File: config.mk
export PLATFORM = sky130hd
export DESIGN_NAME = step_debug_ctrl
export DESIGN_NICKNAME = d
export VERILOG_FILES = /design/src/rtl/sdc_pkg.sv /design/src/rtl/sdc_decode.sv /design/src/rtl/sdc_save_stack.sv /design/src/rtl/sdc_psbit.sv /design/src/rtl/step_debug_ctrl.sv
export SDC_FILE = /design/constraint.sdc
export NUM_CORES = 1
export LEC_CHECK = 0
export BUFFER_PORTS_ARGS = -buffer_cell sky130_fd_sc_hd__buf_2
export CAP_MARGIN = 10
export CORE_AREA = 5 5 42 44
export CTS_CLUSTER_SIZE = 40
export DETAILED_ROUTE_END_ITERATION = 8
export DIE_AREA = 0 0 47 49
export PLACE_DENSITY_LB_ADDON = 0.1
export SLEW_MARGIN = 20
export SYNTH_ARGS = -nofsm -noshare
export SYNTH_HDL_FRONTEND = slang
export SYNTH_SLANG_ARGS = --single-unit
File: constraint.sdc
create_clock -name clk -period 1.1 [get_ports clk]
set_clock_uncertainty 0.1 [all_clocks]
set_input_delay 0.33 -clock clk [delete_from_list [all_inputs] [get_ports clk]]
set_output_delay 0.33 -clock clk [all_outputs]
set_load 0.02 [all_outputs]
File: src/rtl/sdc_pkg.sv
package sdc_pkg;

   typedef enum logic [1:0] {
      ST_OFF   = 2'd0,
      ST_ARMED = 2'd1,
      ST_PEND  = 2'd2
   } step_st_e;

   function automatic step_st_e step_decode(input logic active, input logic ps);
      if (!active)
         return ST_OFF;
      return ps ? ST_ARMED : ST_PEND;
   endfunction

endpackage

File: src/rtl/sdc_decode.sv
module sdc_decode
   import sdc_pkg::*;
(
   input  logic step_en,
   input  logic exc_allow,
   input  logic ps_q,
   input  logic irq,
   output logic active,
   output logic issue_ok,
   output logic step_exc
);
   step_st_e st;

   always_comb begin
      active   = step_en & exc_allow;
      st       = step_decode(active, ps_q);
      issue_ok = 1'b1;
      step_exc = 1'b0;
      unique case (st)
         ST_OFF:   issue_ok = 1'b1;
         ST_ARMED: issue_ok = 1'b1;
         ST_PEND: begin
            issue_ok = 1'b0;
            step_exc = ~irq;
         end
         default: begin
            issue_ok = 1'b0;
            step_exc = 1'b0;
         end
      endcase
   end
endmodule

File: src/rtl/sdc_save_stack.sv
module sdc_save_stack #(
   parameter int DEPTH = 4
) (
   input  logic clk,
   input  logic rst,
   input  logic push,
   input  logic push_val,
   input  logic pop,
   input  logic wr,
   input  logic wr_val,
   output logic top
);
   generate
      if (DEPTH == 1) begin : g_single
         logic q;
         always_ff @(posedge clk) begin
            if (rst)       q <= 1'b0;
            else if (push) q <= push_val;
            else if (pop)  q <= 1'b0;
            else if (wr)   q <= wr_val;
         end
         assign top = q;
      end else begin : g_multi
         logic [DEPTH-1:0] stk;
         always_ff @(posedge clk) begin
            if (rst)       stk <= '0;
            else if (push) stk <= {stk[DEPTH-2:0], push_val};
            else if (pop)  stk <= {1'b0, stk[DEPTH-1:1]};
            else if (wr)   stk[0] <= wr_val;
         end
         assign top = stk[0];
      end
   endgenerate
endmodule

File: src/rtl/sdc_psbit.sv
module sdc_psbit (
   input  logic clk,
   input  logic rst,
   input  logic active,
   input  logic retire,
   input  logic enter,
   input  logic ret,
   input  logic restore_val,
   output logic ps_q,
   output logic ps_d,
   output logic save_val
);
   logic stepped;

   always_comb begin
      stepped  = active & retire & ps_q;
      save_val = ps_q & ~stepped;
      if (rst)        ps_d = 1'b0;
      else if (enter) ps_d = 1'b0;
      else if (ret)   ps_d = restore_val;
      else            ps_d = save_val;
   end

   always_ff @(posedge clk) begin
      ps_q <= ps_d;
   end
endmodule

File: src/rtl/step_debug_ctrl.sv
module step_debug_ctrl #(
   parameter int SAVE_DEPTH = 4
) (
   input  logic clk,
   input  logic rst,
   input  logic dbg_step_en,
   input  logic dbg_exc_allow,
   input  logic retire,
   input  logic irq,
   input  logic exc_enter,
   input  logic exc_ret,
   input  logic saved_wr,
   input  logic saved_din,
   output logic issue_ok,
   output logic step_exc,
   output logic ps_step_nxt
);
   generate
      if (SAVE_DEPTH < 1) begin : g_bad_depth
         $error("step_debug_ctrl: SAVE_DEPTH must be at least 1");
      end
   endgenerate

   logic active;
   logic ps_q;
   logic save_val;
   logic top_val;

   sdc_decode u_dec (
      .step_en  (dbg_step_en),
      .exc_allow(dbg_exc_allow),
      .ps_q     (ps_q),
      .irq      (irq),
      .active   (active),
      .issue_ok (issue_ok),
      .step_exc (step_exc)
   );

   sdc_psbit u_ps (
      .clk        (clk),
      .rst        (rst),
      .active     (active),
      .retire     (retire),
      .enter      (exc_enter),
      .ret        (exc_ret),
      .restore_val(top_val),
      .ps_q       (ps_q),
      .ps_d       (ps_step_nxt),
      .save_val   (save_val)
   );

   sdc_save_stack #(.DEPTH(SAVE_DEPTH)) u_stk (
      .clk     (clk),
      .rst     (rst),
      .push    (exc_enter),
      .push_val(save_val),
      .pop     (exc_ret & ~exc_enter),
      .wr      (saved_wr),
      .wr_val  (saved_din),
      .top     (top_val)
   );
endmodule

Yosys cells after proc, flatten, opt, wreduce, memory -nomap -nowiden --
Index checks and enable logic that the tools add are counted.
Operators by class: reduce and logical (&&, ||, !) cells 4, equality and inequality tests 2, bitwise gates (word level) 8, multiplexer cells 11
Operators with widths (count):
- 2-to-1 mux 1 bit | 7
- AND 1 bit | 5
- 2-to-1 mux 2 bit | 2
- 2-to-1 mux 4 bit | 1
- 2-to-1 mux 3 bit | 1
- NOT 1 bit | 3
- nonzero test 3 bit | 1
- == test 2 x 1 -> 1 bit, second input constant | 1
- == test 2 bit, second input constant | 1
- logical NOT 2 bit | 1
- nonzero test 2 bit | 1
- OR reduction 2 bit | 1
Storage, ports and cells: input bits 10, output and inout port bits 3, register bits after elaboration 5, logic and storage cells 28

Logic depth before layout (Yosys ltp) --
depth in word-level cells 8, depth in mapped cells 4

Cells and area by module --
A second synthesis with hierarchy kept.
Unflattened totals: cells, all modules 28, area total of the unflattened synthesis 286.5 um^2
Modules (own cells, without submodules):
- sdc_save_stack | cells each 19, times used 1, area an instance 196.4 um^2, sequential area each 80.1 um^2
- sdc_psbit | cells each 5, times used 1, area an instance 50.0 um^2, sequential area each 20.0 um^2
- sdc_decode | cells each 3, times used 1, area an instance 26.3 um^2, sequential area each 0.0 um^2
- step_debug_ctrl | cells each 1, times used 1, area an instance 13.8 um^2, sequential area each 0.0 um^2

Least setup slack after synthesis --
OpenSTA, ideal clock, no wires.
path type in2out, start in exc_ret, end out ps_step_nxt, data required time 0.670 ns, stages 3, path slack -0.380 ns, buffers on the path 0, data arrival time 1.050 ns, path through and2b_1 a22oi_1 nor3_1
Between the ends: cells in the longest elaborated chain, start to end 3
Ends and longest elaborated chain:
- from (decl) | RTL line step_debug_ctrl.sv:11 | input logic exc_ret,
- 2-to-1 mux 1 bit | RTL line sdc_psbit.sv:20 | else if (ret) ps_d = restore_val;
- 2-to-1 mux 1 bit | RTL line sdc_psbit.sv:19 | else if (enter) ps_d = 1'b0;
- 2-to-1 mux 1 bit | RTL line sdc_psbit.sv:18 | if (rst) ps_d = 1'b0;
- to (decl) | RTL line step_debug_ctrl.sv:16 | output logic ps_step_nxt
No other way between the ends.

Worst setup path in the final report --
start reg u_ps.ps_q, end out ps_step_nxt
Between the ends: cells in the longest elaborated chain, start to end 6
Ends and longest elaborated chain:
- from (decl) | RTL line sdc_psbit.sv:9 | output logic ps_q,
- from (signal assigned) | RTL line sdc_psbit.sv:25 | ps_q <= ps_d;
- AND 1 bit | RTL line sdc_psbit.sv:16 | stepped = active & retire & ps_q;
- NOT 1 bit | RTL line sdc_psbit.sv:17 | save_val = ps_q & ~stepped;
- AND 1 bit (*) | RTL line sdc_psbit.sv:17
- 2-to-1 mux 1 bit (*) | RTL line sdc_psbit.sv:20
- 2-to-1 mux 1 bit (*) | RTL line sdc_psbit.sv:19
- 2-to-1 mux 1 bit (*) | RTL line sdc_psbit.sv:18
Every way passes the cells marked *; elsewhere a longest branch is shown, timed or not.

==> impl_metrics.tcl <==
set metrics [dict create \
    worstSetupEndpointType "output port" \
    die-area_um2 2303 \
    place_congestion 0.7063 \
    p_leak_nw 0.1999 \
    clk_latency_ns 0.24 \
    remaining_drc_errors 0 \
    maxSlewViolCount 0 \
    utilization_pct 32.32 \
    dieWidth_um 47 \
    syn_area_um2 252.7 \
    yosys.cell_types.count 16 \
    clk_pin_slew_ns 0.05 \
    area_growth_pct 79.21 \
    worstHoldPathType "primary input to flop" \
    grt_max_degree 7 \
    crit_path_cell_trace "and2b_1, a22oi_2, nor3_4, buf_6" \
    total_power_mw 0.4885 \
    drive_gt1_share_pct 65.22 \
    port_buffers 12 \
    max_freq_ghz 0.6649 \
    cts_max_level 1 \
    reg2reg_depth 4 \
    cp.depth 4 \
    overflow 0 \
    grt_pass1_vias 278 \
    min_path_cells 2 \
    wl_per_cell_um 11.71 \
    final_common_cell "buf_2" \
    arrival_ns 1.07 \
    syn_area_per_cell_um2 9.721 \
    drt_wl_total_um 726 \
    fin_hold_ws_ns 0.1932 \
    crit_required_ns 0.67 \
    critPathCapture "ps_step_nxt" \
    numCtsBuffers 3 \
    ios 13 \
    antenna_left 0 \
    r2r-start "u_stk.g_multi.stk[0]$_SDFFE_PP0P_" \
    synth_top_cell_by_area "dfxtp_1" \
    layout_common_cells "buf_2 (9), buf_6 (4), buf_4 (4)" \
    p_per_area_nw_per_um2 1079 \
    synth-seq-area-share_pct 39.60 \
    hold_viol 0 \
    clockRootBuffer "clkbuf_4" \
    rr_endpoint "u_stk.g_multi.stk[0]$_SDFFE_PP0P_" \
    fin_ws_ns -0.4041 \
    antenna_found_initial 0 \
    die_y_um 49 \
    rsz0062_at_grt "true" \
    setup_viol 3 \
    cpMaxStageDelayCell "dfxtp_2" \
    clkSinkCount 5 \
    synth.area.top_cells "dfxtp_1 (40%), mux2_2 (8.9%), mux2i_1 (7.9%)" \
    num_antenna_cells 0 \
    ys_seq_elements 5 \
    drv_cap 0 \
    cts_tree "done" \
    final_nets 57 \
    core_um2 1401 \
    vias 275 \
    post_cts_buffers 0 \
    outcome "finished, violations left" \
    synth_nets 36 \
    crit_start "u_ps.ps_q$_DFF_P_" \
    start_kind "flop" \
    critPathMaxFanout 3 \
    timing.final.crit_share_pct 136.7 \
    violations "setup timing" \
    slew_headroom_pct 86.15 \
    yosys.area.top_type_share_pct 39.60 \
    synth_warnings 0 \
    syn_inst 26 \
    path_delay_family "flip-flops" \
    std_cell_rows 14 \
    r2r_slack_ns 0.04 \
    worst_pin_slew_ns 0.2054 \
    drt_pass1_iterations 4 \
    dp_hpwl_um 557 \
    floorplan.initialDensity_pct 18.04 \
    cp_slowest_stage_delay_ns 0.32 \
    drt_iter0_drc 5 \
    avgViaCountPerCell 4.435 \
    peakVddDrop_mv 0.3192 \
    grt_pass1_wl_mm 1.117 \
    grt.total_usage_pct 6.916 \
    crit_type "flop to output port" \
    worst-path-buf-inv 1 \
    cts_buffer_depth 2 \
    finalCriticalPeriod_ns 1.504 \
]
[stage by stage]
step	worst slack [ns]	instance area (um^2)	cells	TNS, ns
after detailed placement	-0.3863	389.1	58	-1.064
after floorplan	-0.1746	276.5	26	-0.3456
final	-0.4041	452.9	62	-1.037
after global routing	-0.4405	452.9	62	-1.130
after CTS	-0.4110	435.4	62	-1.041
after global placement	-0.3828	389.1	58	-1.003
[metal layers]
layer | global-route usage, % | up-vias | wire [um]
met5 | 0 | - | 0
met4 | 5.530 | 0 | 8
met3 | 2.583 | 2 | 86
met2 | 9.955 | 13 | 325
met1 | 7.743 | 123 | 306
li1 | - | 137 | -
[worst reg2reg max path, cell delays in order (launching register included)]
cell and delay (ns):
dfxtp_2 0.33, buf_4 0.11, nor2b_4 0.13, a211oi_2 0.04, o41ai_2 0.25
[final cells by class]
cell class	instances	area [um^2]
Clock buffer	4	26.28
Fill cell	161	948.4
Multi-Input combinational cell	20	183.9
Sequential cell	5	102.6
Tap cell	16	20.02
Timing Repair Buffer	17	120.1
[worst min-delay path by stage]
stage,startpoint,to,slack [ns]
after detailed placement,u_stk.g_multi.stk[1]$_SDFFE_PP0P_,u_stk.g_multi.stk[2]$_SDFFE_PP0P_,0.42
after CTS,exc_enter,u_ps.ps_q$_DFF_P_,0.18
final,exc_enter,u_ps.ps_q$_DFF_P_,0.19
after floorplan,rst,u_stk.g_multi.stk[1]$_SDFFE_PP0P_,0.30
after global routing,exc_enter,u_ps.ps_q$_DFF_P_,0.18
after global placement,u_stk.g_multi.stk[2]$_SDFFE_PP0P_,u_stk.g_multi.stk[3]$_SDFFE_PP0P_,0.40
[registers in the layout (all words and copies together) (netlist names)]
register           cells
u_stk.g_multi.stk      4
u_ps.ps_q              1
[report_power, final]
| group | internal, mW | switching [mW] | total (mW) | leakage (nW) |
|---|---|---|---|---|
| clock network | 0.138 | 0.0806 | 0.218 | 0.0150 |
| logic | 0.0436 | 0.0398 | 0.0834 | 0.144 |
| registers | 0.185 | 0.00204 | 0.187 | 0.0414 |
| total | 0.366 | 0.122 | 0.488 | 0.200 |
[cell usage after synthesis]
library cell and n:
nand4b_1 1, buf_2 1, a22oi_1 1, mux2_2 2, nor2b_1 2, a211oi_1 1
o41ai_2 1, a21oi_1 1, nand3b_1 1, and2b_1 1, nor2_1 4, nor3b_1 1
dfxtp_1 5, nand3_1 1, nor3_1 1, mux2i_1 2
[cell families (layout without fill, tap and decap cells)]
logic type             count (synthesis)  in the layout  synth area share (%)
AO/OA/AOI/OAI                          4              4                 14.36
buffers and inverters                  1             21                 1.978
AND/OR/NAND/NOR                       12             12                 27.23
flip-flops                             5              5                 39.61
multiplexers                           4              4                 16.83
[what timing repair did]
action                                  in CTS  in global routing
hold buffers                                 0                  0
pin swaps                                    1                  1
gates resized for setup                      7                  5
endpoints found under the setup margin       4                  5
No activity file was read; power rests on OpenSTA's default activity.
